### src/rtl/pwr_evt_pkg.sv
package pwr_evt_pkg;

    localparam int EVT_N   = 7;
    localparam int ADDR_W  = 8;
    localparam int DATA_W  = 32;

    localparam int PEND_OFS = 'h00;
    localparam int ENAB_OFS = 'h04;

    typedef enum logic [1:0] {
        SEL_NONE = 2'd0,
        SEL_PEND = 2'd1,
        SEL_ENAB = 2'd2
    } reg_sel_e;

    typedef struct packed {
        logic pend_wr;
        logic enab_wr;
    } wr_ctl_t;

    function automatic reg_sel_e decode_ofs(input logic [ADDR_W-1:0] a);
        if (a == ADDR_W'(PEND_OFS))      return SEL_PEND;
        else if (a == ADDR_W'(ENAB_OFS)) return SEL_ENAB;
        else                             return SEL_NONE;
    endfunction

    function automatic wr_ctl_t make_wr_ctl(input reg_sel_e s, input logic we);
        wr_ctl_t c;
        c.pend_wr = we && (s == SEL_PEND);
        c.enab_wr = we && (s == SEL_ENAB);
        return c;
    endfunction

endpackage

### src/rtl/evt_pend_cell.sv
module evt_pend_cell (
    input  logic clk,
    input  logic rst,
    input  logic lvl,
    input  logic wr_en,
    input  logic wr_val,
    output logic q
);
    always_ff @(posedge clk) begin
        if (rst)
            q <= 1'b0;
        else if (lvl)
            q <= 1'b1;
        else if (wr_en)
            q <= wr_val;
    end

    // an active line always leaves the flag set
    p_line_sets_r3: assert property (@(posedge clk) disable iff (rst)
        lvl |=> q);
    // write of 0 with line low clears
    p_zero_clears_r4: assert property (@(posedge clk) disable iff (rst)
        (!lvl && wr_en && !wr_val) |=> !q);
    // write of 1 sets
    p_one_sets_r5: assert property (@(posedge clk) disable iff (rst)
        (wr_en && wr_val) |=> q);
    // idle flag holds
    p_idle_holds_r9: assert property (@(posedge clk) disable iff (rst)
        (!lvl && !wr_en) |=> $stable(q));
endmodule

### src/rtl/evt_enab_reg.sv
module evt_enab_reg #(
    parameter int N = 7
) (
    input  logic         clk,
    input  logic         rst,
    input  logic         wr_en,
    input  logic [N-1:0] wr_val,
    output logic [N-1:0] q
);
    always_ff @(posedge clk) begin
        if (rst)
            q <= '0;
        else if (wr_en)
            q <= wr_val;
    end

    // enable register loads the low bits of the written word
    p_enab_load_r1: assert property (@(posedge clk) disable iff (rst)
        wr_en |=> (q == $past(wr_val)));
    p_enab_hold_r7: assert property (@(posedge clk) disable iff (rst)
        !wr_en |=> $stable(q));
endmodule

### src/rtl/evt_read_mux.sv
module evt_read_mux
    import pwr_evt_pkg::*;
#(
    parameter int N  = 7,
    parameter int DW = 32
) (
    input  reg_sel_e      sel,
    input  logic [N-1:0]  pend,
    input  logic [N-1:0]  enab,
    output logic [DW-1:0] rdata
);
    localparam int PAD_W = DW - N;

    always_comb begin
        unique case (sel)
            SEL_PEND: rdata = {{PAD_W{1'b0}}, pend};
            SEL_ENAB: rdata = {{PAD_W{1'b0}}, enab};
            default:  rdata = '0;
        endcase
    end
endmodule

### src/rtl/pwr_evt_irq_agg.sv
module pwr_evt_irq_agg
    import pwr_evt_pkg::*;
#(
    parameter int N  = EVT_N,
    parameter int AW = ADDR_W,
    parameter int DW = DATA_W
) (
    input  logic          clk,
    input  logic          rst,
    input  logic [N-1:0]  evt_lvl,
    input  logic [AW-1:0] reg_addr,
    input  logic          reg_we,
    input  logic [DW-1:0] reg_wdata,
    output logic [DW-1:0] reg_rdata,
    output logic          irq_out
);
    reg_sel_e     sel;
    wr_ctl_t      wctl;
    logic [N-1:0] pend_q;
    logic [N-1:0] enab_q;
    logic         unused_wdata_hi;

    assign sel  = decode_ofs(ADDR_W'(reg_addr));
    assign wctl = make_wr_ctl(sel, reg_we);
    assign unused_wdata_hi = ^reg_wdata[DW-1:N];

    for (genvar i = 0; i < N; i++) begin : g_pend
        evt_pend_cell u_cell (
            .clk    (clk),
            .rst    (rst),
            .lvl    (evt_lvl[i]),
            .wr_en  (wctl.pend_wr),
            .wr_val (reg_wdata[i]),
            .q      (pend_q[i])
        );
    end

    evt_enab_reg #(.N(N)) u_enab (
        .clk    (clk),
        .rst    (rst),
        .wr_en  (wctl.enab_wr),
        .wr_val (reg_wdata[N-1:0]),
        .q      (enab_q)
    );

    evt_read_mux #(.N(N), .DW(DW)) u_rmux (
        .sel   (sel),
        .pend  (pend_q),
        .enab  (enab_q),
        .rdata (reg_rdata)
    );

    assign irq_out = |(pend_q & enab_q);

    // output low on the edge after reset
    p_rst_quiet_r2: assert property (@(posedge clk)
        rst |=> !irq_out);
    // writes to other offsets leave the enable bits unchanged
    p_stray_write_r7: assert property (@(posedge clk) disable iff (rst)
        (reg_we && sel == SEL_NONE) |=> $stable(enab_q));
endmodule

### config.mk
export PLATFORM = sky130hd
export DESIGN_NAME = pwr_evt_irq_agg
export DESIGN_NICKNAME = d
export VERILOG_FILES = /design/src/rtl/pwr_evt_pkg.sv /design/src/rtl/evt_pend_cell.sv /design/src/rtl/evt_enab_reg.sv /design/src/rtl/evt_read_mux.sv /design/src/rtl/pwr_evt_irq_agg.sv
export SDC_FILE = /design/constraint.sdc
export NUM_CORES = 1
export LEC_CHECK = 0
export ABC_AREA = 0
export BUFFER_PORTS_ARGS = -buffer_cell sky130_fd_sc_hd__clkbuf_2
export CAP_MARGIN = 15
export CORE_MARGIN = 2
export CORE_UTILIZATION = 35
export CTS_CLUSTER_DIAMETER = 100
export DETAILED_ROUTE_END_ITERATION = 6
export PLACE_DENSITY = 0.82
export SYNTH_ARGS = -nofsm -noshare
export SYNTH_HDL_FRONTEND = slang
export SYNTH_SLANG_ARGS = --single-unit
### constraint.sdc
create_clock -name clk -period 1.3 [get_ports clk]
set_input_delay 0 -clock clk [delete_from_list [all_inputs] [get_ports clk]]
set_output_delay 0 -clock clk [all_outputs]
set_load 0.1 [all_outputs]
==> impl_metrics.json, run 1 <==
{
  "whs_path_depth": 3,
  "critPathLaunchType": "primary input",
  "hold_path_class": "in2reg",
  "r2r-end": "g_pend[1].u_cell.q",
  "yosysSeqAreaShare_pct": 27.8,
  "clk_latency_ns": 0.28,
  "status": "finished with violations",
  "die_y_um": 57.7,
  "dp_hpwl_um": 1590,
  "drv_slew": 0,
  "required_ns": 1.30,
  "grt_pass1_vias": 786,
  "postSynthAreaPerCell_um2": 8.85,
  "finalClockSkew_ns": 0,
  "cts_sinks": 14,
  "p_seq_share_pct": 36.7,
  "die_area_um2": 3330,
  "synth-seq-cells": 14,
  "globalRouteOverflowTotal": 0,
  "final_min_period_over_clock_period_pct": 116,
  "r2r-start": "g_pend[1].u_cell.q",
  "fin_ws_ns": -0.205,
  "layout-drive-gt1-share_pct": 42.4,
  "setup_tns_ns": -1.42,
  "layout.nets": 209,
  "first_pass_iters": 4,
  "netlist_area_um2": 1010,
  "min-delay-start": "evt_lvl[6]",
  "numPortBuffers": 32,
  "gp_congestion": 0.734,
  "drc": 0,
  "pwr-share-clk_pct": 25.2,
  "initialDrtViolationCount": 17,
  "vias": 875,
  "clock_path_buffers": 2,
  "fin_crit_ns": 1.51,
  "combinationalPowerShare_pct": 38.1,
  "initial_core_util_pct": 36.6,
  "r2r_slack_ns": 0.52,
  "die_width_um": 57.7,
  "cts_root_buf": "clkbuf_4",
  "critical_path_class": "in2out",
  "crit_arrival_ns": 1.51,
  "p_per_area_nw_per_um2": 857,
  "violations": "negative setup slack",
  "ys_types": 20,
  "htreeDepth": 1,
  "syn2layout_area_growth_pct": 44.2,
  "totalWireLength_um": 2010,
  "total_power_w": 0.00125,
  "antenna_left": 0,
  "r2r.worst_path.cells": 2,
  "cap_violations": 0,
  "switching_power_w": 0.000541,
  "vdd_ir_drop_max_v": 0.000630,
  "clock.fmax_mhz": 664,
  "antenna_found_initial": 0,
  "ys_warn_count": 0,
  "cp_max_fo": 7,
  "swShare_pct": 43.4,
  "avgRoutedWirePerCell_um": 10.7,
  "core_area_um2": 2760,
  "ioPinCount": 83,
  "setup_viol_count_final": 8,
  "critPathCaptureType": "primary output",
  "grt_pass1_wl_um": 3330,
  "synthCells": 114,
  "numCtsBuffers": 3,
  "p_leak_nw": 0.679,
  "rsz0062_at_grt": "yes",
  "path_clk_slew_ns": 0.08,
  "track_usage_pct": 12.8,
  "grt_max_degree": 22,
  "rows": 19,
  "worstHoldEndpoint": "g_pend[6].u_cell.q",
  "antenna_cells": 0,
  "viasPerCell": 4.63,
  "p_int_w": 0.000705,
  "cts_tree": "yes",
  "hold_viol": 0
}
[cells in the final DEF, fill, tap and decap left out, types with 2 or more instances in the layout]
cell type	Yosys	layout
nor2_1	14	7
a221oi_2	7	7
clkbuf_2	0	24
or4_4	1	2
mux2i_1	14	14
nor2_4	0	7
buf_4	25	8
conb_1	1	25
nand2b_1	14	14
nor3_1	7	7
dfxtp_2	0	2
a22oi_1	2	2
buf_12	0	9
clkbuf_4	0	3
dfxtp_1	14	12
dlygate4sd3_1	0	7
[cells in the mapped netlist]
cell,instances,area [µm²]
buf_4,25,188
dfxtp_1,14,280
mux2i_1,14,140
nand2b_1,14,87.6
nor2_1,14,52.6
a221oi_2,7,105
nor3_1,7,35.0
clkbuf_1,5,18.8
a22oi_1,2,15.0
or3_1,2,12.5
a222oi_1,1,10.0
buf_2,1,5.00
buf_6,1,11.3
conb_1,1,3.75
inv_1,1,3.75
nand3_1,1,5.00
nor2_2,1,6.26
or4_1,1,7.51
or4_4,1,11.3
or4b_1,1,10.0
[worst max path at each step]
stage,depth (start not counted),endpoint,start,slack (ns)
2_1_floorplan,4,reg_rdata[0],reg_addr[5],-0.32
4_1_cts,6,reg_rdata[2],reg_addr[5],-0.22
6_report,6,reg_rdata[5],reg_addr[5],-0.21
3_3_place_gp,6,reg_rdata[5],reg_addr[5],-0.24
3_5_place_dp,6,reg_rdata[5],reg_addr[5],-0.27
5_1_grt,6,reg_rdata[4],reg_addr[5],-0.24
[registers in the layout, summed over array words and instances (netlist names)]
name / count
u_enab.q: 7
g_pend.u_cell.q: 7
[metal layers]
metal / wire (µm) / vias up / GRT usage (%)
li1: - / 434 / -
met1: 896 / 394 / 16.0
met2: 898 / 42 / 21.1
met3: 181 / 5 / 3.35
met4: 38 / 0 / 4.98
met5: 0 / - / 0
[power by group through the flow]
stage / clock [W] / combinational, W / sequential [W]
2_1_floorplan: 0 / 0.000457 / 0.000463
3_3_place_gp: 0 / 0.000452 / 0.000466
3_5_place_dp: 0 / 0.000454 / 0.000467
4_1_cts: 0.000326 / 0.000474 / 0.000457
5_1_grt: 0.000344 / 0.000494 / 0.000460
6_report: 0.000314 / 0.000475 / 0.000457
[critical path: stages]
cell and delay, ns:
clkbuf_2 0.08, or4_4 0.52, or4_4 0.44, buf_12 0.17, nor2_4 0.10, buf_12 0.18
[timing repair]
item                       CTS  global route
hold endpoints to repair     7             0
buffers inserted             2             0
resized for setup            6             1
setup endpoints to repair    8             8
pin swaps                    3             3
hold buffers                 7             0
[cell families (layout without fill, tap and decap cells)]
kind of cell / Yosys count / in the layout / synth area share, %
muxes: 14 / 14 / 13.9
buffers and inverters: 33 / 53 / 22.5
other: 1 / 25 / 0.372
DFF: 14 / 14 / 27.8
and+or+nand+nor: 42 / 42 / 22.6
AOI/OAI and AO/OA: 10 / 10 / 12.9
[layout make-up]
class	count	area, µm²
Fill cell	269	1300
Multi-Input combinational cell	91	662
Timing Repair Buffer	48	430
Sequential cell	14	283
Tap cell	31	38.8
Clock buffer	4	36.3
Inverter	1	3.75
[metrics by stage]
stage,area [µm²],utilization (%),hold slack (ns),setup WS [ns],cells
floorplan,1170,-,0.152,-0.325,138
global placement,1310,47.5,0.259,-0.245,176
detailed placement,1310,47.5,0.261,-0.266,176
CTS,1450,52.7,0.0224,-0.221,189
global route,1450,52.7,0.0527,-0.237,189
finish,1450,52.7,0.0279,-0.205,189
No activity file was read; power rests on OpenSTA's default activity.
==> run 2, diff against run 1 <==
--- a/config.mk
+++ b/config.mk
@@ -13,6 +13,7 @@
 export CTS_CLUSTER_DIAMETER = 100
 export DETAILED_ROUTE_END_ITERATION = 6
 export PLACE_DENSITY = 0.82
+export RECOVER_POWER = 25
 export SYNTH_ARGS = -nofsm -noshare
 export SYNTH_HDL_FRONTEND = slang
 export SYNTH_SLANG_ARGS = --single-unit
==> impl_metrics.json, run 2 (synthesis results as in run 1) <==
{
  "vias": 879,
  "crit_chain": "clkbuf_2, or4_4, or4_4, buf_12, nor2_4, buf_12",
  "totalWireLength_um": 2050,
  "place_inst": 176,
  "final_common_cell": "conb_1",
  "r2r_slack_ns": 0.52,
  "dp_hpwl_um": 1590,
  "final_core_util_pct": 52.3,
  "path_clk_slew_ns": 0.08,
  "cts_sinks": 14,
  "min-delay-start": "evt_lvl[4]",
  "ioPinCount": 83,
  "hold_viol": 0,
  "cts_tree": "yes",
  "numCtsBuffers": 3,
  "clock_path_buffers": 2,
  "antenna_found_initial": 0,
  "r2r-start": "g_pend[1].u_cell.q",
  "grt_pass1_wl_um": 3330,
  "antenna_left": 0,
  "finalClockSkew_ns": 0,
  "p_leak_nw": 0.676,
  "critPathCaptureType": "primary output",
  "worstHoldEndpoint": "g_pend[4].u_cell.q",
  "avgRoutedWirePerCell_um": 10.8,
  "die_y_um": 57.7,
  "drc": 0,
  "first_pass_iters": 4,
  "globalRouteOverflowTotal": 0,
  "final_min_period_over_clock_period_pct": 116,
  "fin_cells": 189,
  "syn2layout_area_growth_pct": 42.9,
  "clock.fmax_mhz": 664,
  "cp_slowest_stage_delay_ns": 0.52,
  "track_usage_pct": 12.8,
  "die_width_um": 57.7,
  "grt_max_degree": 22,
  "drv_slew": 0,
  "vdd_ir_drop_max_v": 0.000630,
  "final_cell_mix": "25 x conb_1, 24 x clkbuf_2, 14 x mux2i_1, 14 x nand2b_1, 12 x dfxtp_1",
  "p_per_area_nw_per_um2": 865,
  "rsz0062_at_grt": "yes",
  "htreeDepth": 1,
  "grt_pass1_vias": 786,
  "gp_congestion": 0.734,
  "fin_crit_ns": 1.51,
  "top_regs": "g_pend.u_cell.q x7, u_enab.q x7",
  "initialDrtViolationCount": 19,
  "rows": 19,
  "initial_core_util_pct": 36.6,
  "status": "finished with violations",
  "layout.nets": 209,
  "clk_latency_ns": 0.28,
  "critical_path_class": "in2out",
  "core_area_um2": 2760,
  "r2r-end": "g_pend[1].u_cell.q",
  "cts_root_buf": "clkbuf_4",
  "die_area_um2": 3330,
  "fin_ws_ns": -0.205,
  "cap_violations": 0,
  "numPortBuffers": 32,
  "required_ns": 1.30,
  "hold_path_class": "in2reg",
  "crit_slowest_cell": "or4_4",
  "viasPerCell": 4.65,
  "whs_path_depth": 3,
  "place_ws_ns": -0.266,
  "antenna_cells": 0,
  "setup_viol_count_final": 8,
  "critPathLaunchType": "primary input",
  "layout-drive-gt1-share_pct": 41.1,
  "violations": "negative setup slack",
  "cp_max_fo": 7,
  "crit_arrival_ns": 1.51,
  "r2r.worst_path.cells": 2
}
run 2: cell types whose count changed in the layout (fill, tap and decap cells not counted):
cell      before  now
a221oi_2       7    5
buf_4          8    7
clkbuf_4       3    4
a221oi_1       0    2
run 2: worst max path at each step:
stage | start | end | slack [ns] | cells past startpoint
2_1_floorplan | reg_addr[5] | reg_rdata[0] | -0.32 | 4
5_1_grt | reg_addr[5] | reg_rdata[4] | -0.24 | 6
4_1_cts | reg_addr[5] | reg_rdata[2] | -0.22 | 6
3_3_place_gp | reg_addr[5] | reg_rdata[5] | -0.24 | 6
3_5_place_dp | reg_addr[5] | reg_rdata[5] | -0.27 | 6
6_report | reg_addr[5] | reg_rdata[5] | -0.21 | 6
run 2: metrics by stage:
step	instance area [µm²]	hold slack (ns)	total power [W]	TNS (ns)
4_1_cts	1450	0.0224	0.00126	-1.46
2_1_floorplan	1170	0.152	0.000920	-2.50
6_report	1440	0.0168	0.00125	-1.42
3_3_place_gp	1310	0.259	0.000918	-3.98
5_1_grt	1440	0.0518	0.00129	-1.72
3_5_place_dp	1310	0.261	0.000921	-4.29
run 2: metal layers:
layer | global-route usage [%] | vias up | wire, µm
li1 | - | 437 | -
met1 | 16.0 | 398 | 946
met2 | 21.1 | 41 | 900
met3 | 3.35 | 3 | 174
met4 | 4.98 | 0 | 27
met5 | 0 | - | 0
run 2: power by group:
part / switching (W) / internal [W] / total (W) / leakage, nW
registers: 0.0000124 / 0.000445 / 0.000457 / 0.116
logic: 0.000384 / 0.0000876 / 0.000472 / 0.539
clock network: 0.000147 / 0.000171 / 0.000317 / 0.0210
run 2: area by class of cell:
type | instances | area, µm²
Fill cell | 270 | 1320
Clock buffer | 4 | 36.3
Timing Repair Buffer | 48 | 430
Inverter | 1 | 3.75
Multi-Input combinational cell | 91 | 649
Sequential cell | 14 | 283
Tap cell | 31 | 38.8
run 2: worst max-delay path: cells and delay by family:
kind	cells	cell delay, ns
buffers and inverters	3	0.43
AND/OR/NAND/NOR	3	1.06
run 2: timing repair:
| action | CTS | global route |
|---|---|---|
| hold endpoints to repair | 7 | 0 |
| hold buffers | 7 | 0 |
| resized for setup | 6 | 1 |
| setup endpoints to repair | 8 | 8 |
| buffers inserted | 2 | 0 |
| pin swaps | 3 | 3 |
